==> src/rtl/excl_mon_pkg.sv <==
package excl_mon_pkg;

  localparam int ADDR_W = 32;

  typedef enum logic [1:0] {
    ACC_PLAIN     = 2'd0,
    ACC_LDEX      = 2'd1,
    ACC_STEX      = 2'd2,
    ACC_PLAIN_ALT = 2'd3
  } acc_kind_e;

  function automatic int core_width(input int n);
    return (n > 1) ? $clog2(n) : 1;
  endfunction

endpackage

==> src/rtl/excl_mon_classify.sv <==
module excl_mon_classify
  import excl_mon_pkg::*;
(
  input  logic       req_vld_i,
  input  logic [1:0] req_kind_i,
  output logic       is_ldex_o,
  output logic       is_stex_o
);

  acc_kind_e kind;

  always_comb begin
    kind      = acc_kind_e'(req_kind_i);
    is_ldex_o = 1'b0;
    is_stex_o = 1'b0;
    if (req_vld_i) begin
      unique case (kind)
        ACC_LDEX: is_ldex_o = 1'b1;
        ACC_STEX: is_stex_o = 1'b1;
        default:  ;
      endcase
    end
  end

endmodule

==> src/rtl/excl_mon_resv.sv <==
module excl_mon_resv
  import excl_mon_pkg::*;
#(
  parameter int NUM_CORES   = 4,
  parameter int GRANULE_LSB = 4,
  parameter int CORE_W      = 2,
  localparam int TAG_W      = ADDR_W - GRANULE_LSB
) (
  input  logic              clk,
  input  logic              rst_n,
  input  logic              set_i,
  input  logic              clr_i,
  input  logic [ADDR_W-1:0] addr_i,
  input  logic [CORE_W-1:0] core_i,
  output logic              rsv_valid_o,
  output logic [CORE_W-1:0] rsv_core_o,
  output logic              match_o
);

  logic [TAG_W-1:0]       rsv_tag;
  logic [TAG_W-1:0]       req_tag;
  logic                   tag_eq;
  logic                   owner_eq;
  logic [GRANULE_LSB-1:0] unused_low;

  function automatic logic [TAG_W-1:0] granule_tag(input logic [ADDR_W-1:0] a);
    return a[ADDR_W-1:GRANULE_LSB];
  endfunction

  assign req_tag    = granule_tag(addr_i);
  assign unused_low = addr_i[GRANULE_LSB-1:0];
  assign tag_eq     = (rsv_tag == req_tag);

  generate
    if (NUM_CORES == 1) begin : g_single_core
      logic unused_core;
      assign unused_core = ^{core_i, rsv_core_o};
      assign owner_eq    = 1'b1;
    end else begin : g_multi_core
      assign owner_eq = (rsv_core_o == core_i);
    end
  endgenerate

  assign match_o = rsv_valid_o && tag_eq && owner_eq;

  always_ff @(posedge clk) begin
    if (!rst_n) begin
      rsv_valid_o <= 1'b0;
      rsv_tag     <= '0;
      rsv_core_o  <= '0;
    end else if (set_i) begin
      rsv_valid_o <= 1'b1;
      rsv_tag     <= req_tag;
      rsv_core_o  <= core_i;
    end else if (clr_i) begin
      rsv_valid_o <= 1'b0;
    end
  end

endmodule

==> src/rtl/excl_mon_resp.sv <==
module excl_mon_resp (
  input  logic clk,
  input  logic rst_n,
  input  logic stex_i,
  input  logic match_i,
  output logic rsp_vld_o,
  output logic rsp_pass_o
);

  always_ff @(posedge clk) begin
    if (!rst_n) begin
      rsp_vld_o  <= 1'b0;
      rsp_pass_o <= 1'b0;
    end else begin
      rsp_vld_o  <= stex_i;
      rsp_pass_o <= stex_i && match_i;
    end
  end

endmodule

==> src/rtl/excl_mon_top.sv <==
module excl_mon_top
  import excl_mon_pkg::*;
#(
  parameter int NUM_CORES   = 4,
  parameter int GRANULE_LSB = 4,
  localparam int CORE_W     = core_width(NUM_CORES)
) (
  input  logic              clk,
  input  logic              rst_n,
  input  logic              req_vld,
  input  logic [1:0]        req_kind,
  input  logic [31:0]       req_addr,
  input  logic [CORE_W-1:0] req_core,
  output logic              rsp_vld,
  output logic              rsp_pass
);

  logic              is_ldex;
  logic              is_stex;
  logic              rsv_valid;
  logic [CORE_W-1:0] rsv_core;
  logic              rsv_match;

  excl_mon_classify u_classify (
    .req_vld_i  (req_vld),
    .req_kind_i (req_kind),
    .is_ldex_o  (is_ldex),
    .is_stex_o  (is_stex)
  );

  excl_mon_resv #(
    .NUM_CORES   (NUM_CORES),
    .GRANULE_LSB (GRANULE_LSB),
    .CORE_W      (CORE_W)
  ) u_resv (
    .clk         (clk),
    .rst_n       (rst_n),
    .set_i       (is_ldex),
    .clr_i       (is_stex),
    .addr_i      (req_addr),
    .core_i      (req_core),
    .rsv_valid_o (rsv_valid),
    .rsv_core_o  (rsv_core),
    .match_o     (rsv_match)
  );

  excl_mon_resp u_resp (
    .clk        (clk),
    .rst_n      (rst_n),
    .stex_i     (is_stex),
    .match_i    (rsv_match),
    .rsp_vld_o  (rsp_vld),
    .rsp_pass_o (rsp_pass)
  );

endmodule

==> config.mk <==
export PLATFORM = sky130hd
export DESIGN_NAME = excl_mon_top
export DESIGN_NICKNAME = d
export VERILOG_FILES = /design/src/rtl/excl_mon_pkg.sv /design/src/rtl/excl_mon_classify.sv /design/src/rtl/excl_mon_resv.sv /design/src/rtl/excl_mon_resp.sv /design/src/rtl/excl_mon_top.sv
export SDC_FILE = /design/constraint.sdc
export NUM_CORES = 1
export LEC_CHECK = 0
export BUFFER_PORTS_ARGS = -buffer_cell sky130_fd_sc_hd__buf_2
export CAP_MARGIN = 0
export CORE_MARGIN = 2
export CORE_UTILIZATION = 35
export DETAILED_ROUTE_END_ITERATION = 10
export PLACE_DENSITY = 0.63
export REMOVE_ABC_BUFFERS = 1
export SLEW_MARGIN = 20
export SYNTH_ARGS = -nofsm -noshare
export SYNTH_HDL_FRONTEND = slang
export SYNTH_SLANG_ARGS = --single-unit
==> constraint.sdc <==
create_clock -name clk -period 1.54 [get_ports clk]
set_input_delay 0.154 -clock clk [delete_from_list [all_inputs] [get_ports clk]]
set_output_delay 0.154 -clock clk [all_outputs]
set_load 0.1 [all_outputs]
# Word level (Yosys, flattened, before mapping)
# Index checks and enable logic that the tools add are counted.
[totals]
input_bits = 39
wordCells = 19
out_inout_bits = 2
ff_bits = 33
[op_classes]
n_mux = 6
n_reduce_logical = 4
n_eq_ne = 4
[ops]
columns = ["cell", "n"]
rows = [
  ["$eq 28x28->1", 1],
  ["$mux 1", 6],
  ["$logic_and 1x1->1", 3],
  ["$eq 2x1->1 const B", 1],
  ["$eq 2x2->1", 1],
  ["$eq 2x2->1 const B", 1],
  ["$reduce_bool 2->1", 1],
]

# Logic depth before layout (Yosys ltp)
# Gate-level depths: netlist of run 1.
[logic_depth]
ltp_word = 5
mapped_depth = 5
depth_no_buf = 4

# By module
# From an unflattened synthesis of run 1, not the netlist that was laid out.
[unflattened]
cells_unflattened = 146
area_unflattened_um2 = 1555.2
[by_module_without_submodules]
columns = ["mod", "cells_each", "area_per_inst_um2", "n_inst"]
rows = [
  ["excl_mon_resv", 140, 1485.2, 1],
  ["excl_mon_resp", 4, 52.6, 1],
  ["excl_mon_classify", 2, 17.5, 1],
]

# Worst setup path before layout of run 1
# Ideal clock, no wire load.
[synth_timing]
path_type = "register to register"
startpoint = "reg u_resv.rsv_tag[11]"
endpoint = "reg u_resp.rsp_pass_o"
synth_period_minus_slack_ns = 1.159
t_arrival_ns = 1.071
stages_incl_launch_ff = 5
setup_slack_ns = 0.381
required_ns = 1.452
cell_sequence = "dfxtp_1 -> xor2_1 -> nor4_1 -> nand4_1 -> nor4_2"
[synth_via]
elab_chain_len = 4
[synth_rtl]
columns = ["item", "line_no", "text"]
rows = [
  ["from (decl)", "excl_mon_resv.sv:20", "logic [TAG_W-1:0] rsv_tag;"],
  ["from (signal assigned)", "excl_mon_resv.sv:53", "rsv_tag <= req_tag;"],
  ["$eq 28x28->1", "excl_mon_resv.sv:32", "assign tag_eq = (rsv_tag == req_tag);"],
  ["$logic_and 1x1->1 (2 in series)", "excl_mon_resv.sv:44", "assign match_o = rsv_valid_o && tag_eq && owner_eq;"],
  ["$logic_and 1x1->1", "excl_mon_resp.sv:16", "rsp_pass_o <= stex_i && match_i;"],
  ["to (signal assigned)", "excl_mon_resp.sv:16", ""],
  ["to (decl)", "excl_mon_resp.sv:7", "output logic rsp_pass_o"],
]
# No other way between the ends.
# A chain may end at the register's enable or synchronous reset.

# Worst setup path in the final report of run 1
# Ends and elaborated chain as after synthesis.

==> metrics.yaml, run 1 <==
critical_path:
  r2r_setup_slack_ps: 280
  critPathMaxFanout: 2
  cp-start-kind: "register"
  cp-end-kind: "register"
  path_class: "reg -> reg"
  worstPathArrival_ps: 1460
  cp.required_ps: 1740
power:
  p_leak_nw: 0.788
  vdd_drop_max_mv: 0.481
  p_per_area_mw_per_mm2: 966
worst_hold_path:
  min_path_type: "in -> reg"
synth:
  yosys.cell_types.count: 18
  yosys.area_share.xor_xnor_pct: 17.0
  syn_area_mm2: 0.00155
  synthAdderAreaFrac_pct: 0
  synth_edf_count: 0
  ys_seq_area_share_pct: 42.7
  synthCells: 183
  yosysMostFrequentCell: "nand2_1"
  ys_ff_latch: 33
  synth-compound-area-share_pct: 15.5
  yosys-top-cells-count: "nand2_1 (62), dfxtp_1 (33), xor2_1 (27), a21boi_0 (25)"
  synth.avg_cell_area_um2: 8.45
  yosysTopAreaCell: "dfxtp_1"
  yosys_warnings: 0
  netlist_top_cells_area: "dfxtp_1 (43%), xor2_1 (15%), nand2_1 (15%), a21boi_0 (12%), a21boi_1 (2.4%)"
  synth_top_family_by_area: "simple AND/OR/NAND/NOR gates"
  synth_top_area_share_pct: 42.7
  muxShareOfSynthArea_pct: 0
  yosys.area_share.simple_pct: 21.8
  ys.flop_type: "dfxtp_1"
  async_flop_share_pct: 0
cells_and_area:
  area_growth_pct: 20.9
  regArea_um2: 661
  final_nets: 258
  drive_above_1_share_pct: 22.7
  num-fill-cells: 443
  multiInputGateArea_um2: 843
  fin_area_mm2: 0.00187
  antenna_cells: 0
global_routing:
  first_global_vias: 1205
  antenna_found_initial: 0
  grt_max_degree: 32
  grt-ovfl-total: 0
  grt_pass1_wl_um: 5220
  track_usage_pct: 13.4
clock_network:
  cts_inserted_buffers: 5
  clock_latency_ps: 280
  clk_pin_slew_ps: 70
  cts_resized: 0
  holdBufCountCts: 0
  post_cts_buffers: 0
  cts_max_path_buffers: 2
  h-tree-depth: 2
  cts.sinks: 33
  clockRootBuffer: "clkbuf_8"
  cts_tree: "built"
routing:
  drcViolationCount: 0
  drt_iter0_markers: 64
  vias_per_cell: 4.53
  routed_wl_um: 2970
  post_drt_wl_per_cell_um: 10.9
  vias: 1232
  detail-route-antenna-nets: 0
  first_pass_iters: 3
place:
  gp_congestion: 0.690
  dp_hpwl_um: 2020
  io_buffers: 36
  place_area_mm2: 0.00177
  post-place-ws_ps: 251
run:
  cap_violations: 0
sta:
  fin_setup_tns_ps: 0
  hold_violations: 0
  worstMarginPinSlew_ps: 580
  fin_ws_ps: 278
  max_freq_mhz: 793
  slew_headroom_pct: 61.3
  rsz0062_at_grt: "false"
  finalCritPeriodShare_pct: 81.9
  fin_skew_ps: 5.25
  slew_viol_final: 0
  period_needed_ps: 1260
  setup_viol: 0
die:
  std_cell_rows: 24
  design.core.area_mm2: 0.00429
  die_y_um: 70.5
  dieArea_mm2: 0.00497
  start_util_pct: 36.0
  die_w_um: 70.5
  io_pins: 41
outcome:
  status: "completed"
-- critical path, cell delays in order, from the launching register on --
cell,delay [ps]
dfxtp_1,320
xor2_1,160
nor4_1,270
nand4_1,160
nor4_2,270
-- report_power, final --
group | switching [mW] | total [mW] | internal, mW
Sequential | 0.0174 | 0.899 | 0.882
Clock | 0.306 | 0.710 | 0.404
Combinational | 0.104 | 0.197 | 0.0923
Total | 0.428 | 1.81 | 1.38
-- through the flow --
step	total power [mW]	util [%]	hold slack, ps	cells
6_report	1.81	43.5	98.0	272
5_1_grt	1.89	43.5	103	272
4_1_cts	1.83	43.5	88.9	272
3_5_place_dp	1.12	41.2	394	264
3_3_place_gp	1.12	41.2	395	264
2_1_floorplan	1.02	-	227	174
-- routing by layer --
metal	global-route usage [%]	share of wire (%)	vias up
li1	-	-	666
met5	0	0	-
met2	21.1	45	25
met4	3.85	1.1	0
met1	16.4	47	537
met3	6.20	6.6	4
-- logic make-up after synthesis --
kind of cell              count (synthesis)
AOI/OAI and AO/OA                        33
xor gates and xnor gates                 30
buffers and inverters                    10
and+or+nand+nor                          77
DFF                                      33
-- final cells by class --
class / instances / area share (%)
timing repair buffer: 38 / 10.4
clock buffer: 7 / 5.15
inverter: 1 / 0.201
sequential: 33 / 35.3
tap: 52 / 3.48
multi-input combinational: 140 / 45.1
clock inverter: 1 / 0.268
-- worst paths after layout --
| path | end | start | cells past startpoint |
|---|---|---|---|
| max | u_resp.rsp_pass_o | u_resv.rsv_tag[11] | 4 |
| min reg2reg | u_resv.rsv_tag[3] | u_resv.rsv_tag[3] | 2 |
| max reg2reg | u_resp.rsp_pass_o | u_resv.rsv_tag[11] | 4 |
| min | u_resp.rsp_vld_o | req_kind[0] | 2 |
-- registers in the layout, summed over array words and instances (netlist names) --
register / count
u_resv.rsv_tag: 28
u_resv.rsv_core_o: 2
u_resp.rsp_pass_o: 1
u_resp.rsp_vld_o: 1
u_resv.rsv_valid_o: 1
-- cell usage in the layout (no fill, tap or decap), drive strengths merged --
cell	instances
nand2	62
buf	38
dfxtp	33
a21boi	30
xor2	27
clkbuf	7
nor4	7
xnor2	3
nand4	3
o21ai	2
nor2	2
or2	1
a21oi	1
inv	1
and2	1
nor3	1
clkinv	1
Power figures use the tool's default switching activity.
==> run 2: changes to the inputs <==
PLACE_DENSITY = 0.65   (was 0.63)
clock period = 1.1 ns   (was 1.54 ns; I/O delays follow)
==> run 2 against run 1 <==
The run now ends with setup timing left. Clock power rose by 28%. Routed wire length grew 3.9%. Sequential power up 40%. Largest cell class unchanged.
==> metrics.yaml, run 2 (same netlist as run 1, synthesis figures left out) <==
routing:
  vias: 1272  # +3.2%
  vias_per_cell: 4.54  # +0.30%
  post_drt_wl_per_cell_um: 11.0  # +0.94%
  first_pass_iters: 4  # +1
  drt_iter0_markers: 57  # -11%
  detail-route-antenna-nets: 0  # unchanged
  routed_wl_um: 3090  # +3.9%
  drcViolationCount: 0  # unchanged
critical_path:
  path_class: "reg -> reg"
  cp.buffers_inverters: 0  # unchanged
  cp.depth: 4  # unchanged
  critical_path.cell_chain: "xor2_1 -> nor4_1 -> nand4_1 -> nor4_2"
  cp-start-kind: "register"
  startpoint: "u_resv.rsv_tag[3]"
  cp-end-kind: "register"
  cp_top_family: "simple AND/OR/NAND/NOR gates"
  cp.required_ps: 1300  # -440 ps
  cp-endpoint: "u_resp.rsp_pass_o"
  critPathMaxFanout: 2  # unchanged
  r2r_start: "u_resv.rsv_tag[3]"
  reg2regPathDepth: 4  # unchanged
  crit_path_max_incr_delay_ps: 320  # about the same
  crit_slowest_cell: "dfxtp_2"
  r2r_setup_slack_ps: -140  # -420 ps
  worstPathArrival_ps: 1440  # -20 ps
  reg2reg_to: "u_resp.rsp_pass_o"
worst_hold_path:
  min_path_type: "in -> reg"
cells_and_area:
  largest_register: "u_resv.rsv_tag"
  layout_commonest_cell: "nand2_1"
  area_growth_pct: 27.9
  drive_above_1_share_pct: 26.3  # +3.6 points
  antenna_cells: 0  # unchanged
  reg_top3: "u_resv.rsv_tag x28, u_resv.rsv_core_o x2"
  largest_register_ffs: 28  # unchanged
  fin_area_mm2: 0.00198  # +5.8%
  final_nets: 267  # +3.5%
  mostFrequentLayoutCells: "nand2_1 (62), buf_2 (34), dfxtp_1 (32)"
clock_network:
  clk_pin_slew_ps: 60  # about the same
  cts.sinks: 33  # unchanged
  cts_max_path_buffers: 2  # unchanged
  cts_inserted_buffers: 5  # unchanged
  h-tree-depth: 2  # unchanged
  cts_tree: "built"
  clockRootBuffer: "clkbuf_8"
  clock_latency_ps: 280  # about the same
sta:
  rsz0062_at_grt: "true"
  finalCritPeriodShare_pct: 113  # +31 points
  fin_skew_ps: 3.04  # -2.21 ps
  setup_viol: 1  # +1
  slew_viol_final: 0  # unchanged
  period_needed_ps: 1240  # -23.8 ps
  slew_headroom_pct: 78.2  # +17 points
  fin_setup_tns_ps: -138  # -138 ps
  worstMarginPinSlew_ps: 324  # -256 ps
  max_freq_mhz: 808  # +1.9%
  fin_ws_ps: -138  # -416 ps
  hold_violations: 0  # unchanged
place:
  io_buffers: 36  # unchanged
  place_area_mm2: 0.00188  # +6.2%
  dp_hpwl_um: 2270  # +12%
  gp_congestion: 0.725  # +5.1%
die:
  dieArea_mm2: 0.00497  # unchanged
  die_y_um: 70.5  # unchanged
  io_pins: 41  # unchanged
  std_cell_rows: 24  # unchanged
  start_util_pct: 36.0  # unchanged
  die_w_um: 70.5  # unchanged
  design.core.area_mm2: 0.00429  # unchanged
run:
  cap_violations: 0  # unchanged
global_routing:
  first_global_vias: 1286  # +6.7%
  grt-ovfl-total: 0  # unchanged
  grt_max_degree: 32  # unchanged
  grt_pass1_wl_um: 5390  # +3.3%
  antenna_found_initial: 0  # unchanged
  track_usage_pct: 14.0  # +0.61 points
power:
  vdd_drop_max_mv: 0.757  # +57%
  total_power_mw: 2.48  # +37%
  p_leak_nw: 0.833  # +5.7%
  p_per_area_mw_per_mm2: 1250  # +30%
outcome:
  status: "complete, but fails checks"
  violations: "setup timing"
==> run 2: tightest hold or removal path: stages <==
cell and delay (ps):
buf_2 110, nand2_1 50, a21boi_1 50
==> run 2: how the worst min path moves through the flow <==
stage,start,to,cells after the start
floorplan,req_kind[0],u_resp.rsp_vld_o,1
global placement,req_addr[7],u_resv.rsv_tag[3],3
detailed placement,req_addr[7],u_resv.rsv_tag[3],3
CTS,req_addr[7],u_resv.rsv_tag[3],3
global route,req_addr[23],u_resv.rsv_tag[19],3
finish,req_addr[7],u_resv.rsv_tag[3],3
==> run 2: layer usage <==
| metal | wire (um) | GRT usage, % | up-vias |
|---|---|---|---|
| li1 | - | - | 683 |
| met1 | 1450 | 15.7 | 555 |
| met2 | 1430 | 24.1 | 27 |
| met3 | 142 | 3.90 | 7 |
| met4 | 64 | 7.05 | 0 |
| met5 | 0 | 0 | - |
==> run 2: where the power goes <==
| group | leakage (nW) | internal (mW) | switching (mW) |
|---|---|---|---|
| sequential | 0.269 | 1.24 | 0.0244 |
| combinational | 0.520 | 0.155 | 0.158 |
| clock | 0.0443 | 0.496 | 0.412 |
==> run 2: layout make-up <==
| cell class | instances | area (um^2) |
|---|---|---|
| inverters | 1 | 3.75 |
| flip-flops and latches | 33 | 662 |
| well taps | 52 | 65.1 |
| multi-input cells | 140 | 856 |
| fillers | 471 | 2320 |
| repair buffers | 47 | 305 |
| clock buffers | 7 | 86.3 |
==> run 2: what timing repair did <==
item                       CTS  global route
setup buffers                0             0
gates resized for setup      1             2
setup endpoints to repair    1             1
pin swaps                    2             1
hold buffers                 0             0
==> run 2: per-stage QoR <==
stage	instances	util [%]	hold slack, ps	setup slack (ps)
2_1_floorplan	174	-	183	-312
3_3_place_gp	273	43.7	370	-129
3_5_place_dp	273	43.7	376	-141
4_1_cts	280	45.8	65.0	-161
5_1_grt	280	46.1	85.6	-239
6_report	280	46.1	73.4	-138
==> run 3: changes to the inputs <==
CTS_CLUSTER_DIAMETER = 40   (was default)
SYNTH_HIERARCHICAL = 1   (was default)
==> run 3 against run 2 <==
First-iteration DRC count is 81% lower. Synthesized cell count is 20% lower. The run still ends with setup timing left. Combinational power is 7.0% higher. Highest routed layer unchanged. Setup slack worse by 280 ps. Maximum frequency is 19% lower. Non-clock buffer count is 6 lower. Cell count is 15% lower. Largest power group unchanged. Sequential share of layout area is 0.21 points higher. Global-route usage is 1.9 points lower. Register-to-register slack worse by 280 ps. Largest cell class unchanged.
==> metrics.yaml, run 3 <==
global_routing:
  first_global_vias: 1065  # -17%
  antenna_found_initial: 0  # unchanged
  grt-ovfl-total: 0  # unchanged
  grt_max_degree: 18  # -44%
  grt_pass1_wl_um: 4750  # -12%
  track_usage_pct: 12.2  # -1.9 points
power:
  p_leak_nw: 0.724  # -13%
  vdd_drop_max_mv: 0.932  # +23%
  p_per_area_mw_per_mm2: 1210  # -3.3%
  total_power_mw: 2.40  # -3.3%
sta:
  finalCritPeriodShare_pct: 138  # +26 points
  fin_setup_tns_ps: -421  # -283 ps
  rsz0062_at_grt: "true"
  hold_violations: 0  # unchanged
  max_freq_mhz: 657  # -19%
  worstMarginPinSlew_ps: 224  # -101 ps
  fin_skew_ps: 2.57  # -0.475 ps
  slew_viol_final: 0  # unchanged
  slew_headroom_pct: 84.9  # +6.8 points
  setup_viol: 1  # unchanged
  period_needed_ps: 1520  # +283 ps
  fin_ws_ps: -421  # -283 ps
cells_and_area:
  largest_register: "u_resv/rsv_tag"
  final_nets: 226  # -15%
  regArea_um2: 666  # +0.57%
  drive_above_1_share_pct: 30.6  # +4.3 points
  reg_top3: "u_resv/rsv_tag x28, u_resv/rsv_core_o x2"
  area_growth_pct: 27.1
  largest_register_ffs: 28  # unchanged
  num-fill-cells: 446  # -5.3%
  mostFrequentLayoutCells: "buf_2 (34), nor2b_1 (31), mux2i_1 (30)"
  antenna_cells: 0  # unchanged
  multiInputGateArea_um2: 900  # +5.1%
  layout_commonest_cell: "buf_2"
critical_path:
  cp_top_family: "simple AND/OR/NAND/NOR gates"
  cp-start-kind: "register"
  critical_path.cell_chain: "xor2_1 -> nor4_2 -> nand4_1 -> nor4_4 -> and3_1"
  worstPathArrival_ps: 1740  # +300 ps
  cp.required_ps: 1320  # +20 ps
  cp-end-kind: "register"
  cp.buffers_inverters: 0  # unchanged
  crit_slowest_cell: "dfxtp_1"
  path_class: "reg -> reg"
  critPathMaxFanout: 2  # unchanged
  crit_path_max_incr_delay_ps: 320  # about the same
synth:
  synthCells: 146  # -20%
  ys.flop_type: "dfxtp_1"
  netlist_top_cells_area: "dfxtp_1 (42%), mux2i_1 (19%), xnor2_1 (15%), nor2b_1 (12%), nand4_1 (2.8%)"
  ys_ff_latch: 33  # unchanged
  synth_edf_count: 0  # unchanged
  yosys_warnings: 6  # +6
  synth.avg_cell_area_um2: 10.7  # +26%
  syn_area_mm2: 0.00156  # +0.57%
  yosys.cell_types.count: 15  # -3
  async_flop_share_pct: 0  # unchanged
  yosysTopAreaCell: "dfxtp_1"
  ys_seq_area_share_pct: 42.5  # -0.24 points
  yosys-top-cells-count: "dfxtp_1 (33), nor2b_1 (31), mux2i_1 (30), xnor2_1 (26), nand4_1 (7)"
  yosysMostFrequentCell: "dfxtp_1"
  synth_top_area_share_pct: 42.5  # -0.24 points
clock_network:
  clockRootBuffer: "clkbuf_8"
  clock_latency_ps: 270  # about the same
  h-tree-depth: 2  # unchanged
  cts_max_path_buffers: 2  # unchanged
  cts.sinks: 33  # unchanged
  cts_inserted_buffers: 5  # unchanged
  cts_tree: "built"
  post_cts_buffers: 0  # unchanged
  clk_pin_slew_ps: 60  # about the same
routing:
  wl_met2_um: 1200  # -16%
  topRoutingLayerUsed: "met4"
  routed_wl_um: 2740  # -11%
  vias: 1094  # -14%
  dr_wl_met3_um: 134  # -5.6%
  post_drt_wl_per_cell_um: 11.5  # +4.6%
  drcViolationCount: 0  # unchanged
  drt-met1-wl_um: 1340  # -7.2%
  detail-route-antenna-nets: 0  # unchanged
  vias_per_cell: 4.60  # +1.2%
  first_pass_iters: 2  # -2
  drt_iter0_markers: 11  # -81%
die:
  design.core.area_mm2: 0.00432  # +0.70%
  dieArea_mm2: 0.00499  # +0.54%
  io_pins: 41  # unchanged
  start_util_pct: 36.0  # -0.048 points
  std_cell_rows: 24  # unchanged
  die_y_um: 70.7  # +0.27%
  die_w_um: 70.7  # +0.27%
outcome:
  violations: "setup timing"
  status: "complete, but fails checks"
place:
  gp_congestion: 0.666  # -8.1%
  dp_hpwl_um: 2030  # -11%
  io_buffers: 36  # unchanged
worst_hold_path:
  min_path_type: "in -> reg"
run:
  cap_violations: 0  # unchanged
[run 3: cell count changes after synthesis, sizes merged, moves of 2 or more]
| cell | before | now |
|---|---|---|
| nor2b | 0 | 31 |
| nand4 | 3 | 7 |
| mux2i | 0 | 30 |
| a21boi | 30 | 0 |
| xnor2 | 3 | 26 |
| nor2 | 2 | 0 |
| nand2 | 62 | 0 |
| buf | 6 | 3 |
| nor4 | 7 | 2 |
| and3b | 0 | 2 |
| xor2 | 27 | 4 |
| o21ai | 2 | 0 |
[run 3: timing repair]
action	4_1_cts	5_1_grt
pin swaps	13	1
setup endpoints to repair	1	1
gates resized for setup	6	3
cloned	0	0
hold buffers	0	0
[run 3: report_power, final]
part           leakage (nW)  switching [mW]  internal (mW)  total [mW]
logic                 0.414           0.144          0.191       0.336
registers             0.270          0.0260           1.24        1.26
clock network        0.0399           0.385          0.415       0.800
total                 0.724           0.556           1.84        2.40
[run 3: per-stage QoR]
stage / cells / hold WS [ps] / worst slack [ps] / instance area, um^2 / utilization [%]
after floorplan: 139 / 228 / -600 / 1530 / -
after global placement: 232 / 394 / -494 / 1860 / 43.1
after detailed placement: 232 / 405 / -510 / 1860 / 43.1
after CTS: 238 / 114 / -376 / 1960 / 45.3
after global routing: 238 / 139 / -469 / 1980 / 45.7
final: 238 / 122 / -421 / 1980 / 45.7
[run 3: path summary, 6_finish.rpt]
kind              slack [ps]                 end  cells after the start          startpoint
setup reg to reg        -420   u_resp/rsp_pass_o                      5   u_resv/rsv_tag[8]
hold / removal           120  u_resv/rsv_tag[19]                      3        req_addr[23]
hold reg to reg          520  u_resv/rsv_tag[23]                      2  u_resv/rsv_tag[23]
setup / recovery        -420   u_resp/rsp_pass_o                      5   u_resv/rsv_tag[8]
[run 3: cells by family after synthesis]
family | count (synthesis) | share of synthesized area (%)
and+or+nand+nor | 45 | 18.9
DFF | 33 | 42.5
xor gates and xnor gates | 30 | 16.9
muxes | 30 | 19.3
buffers and inverters | 7 | 1.93
AOI/OAI and AO/OA | 1 | 0.483
[run 3: layout make-up]
class,instances,area share (%)
repair buffers,41,13.8
well taps,52,3.29
clock inverters,1,0.253
clock buffers,5,3.48
flip-flops and latches,33,33.7
multi-input cells,106,45.5
[run 3: per-layer routing]
layer  up-vias  track usage [%]
li1        569                -
met1       492             15.9
met2        27             18.2
met3         6             3.13
met4         0             6.92
met5         -                0
[run 3: worst min-delay path, cell delays in order]
cell	delay [ps]
buf_2	90
mux2i_1	60
nor2b_1	90
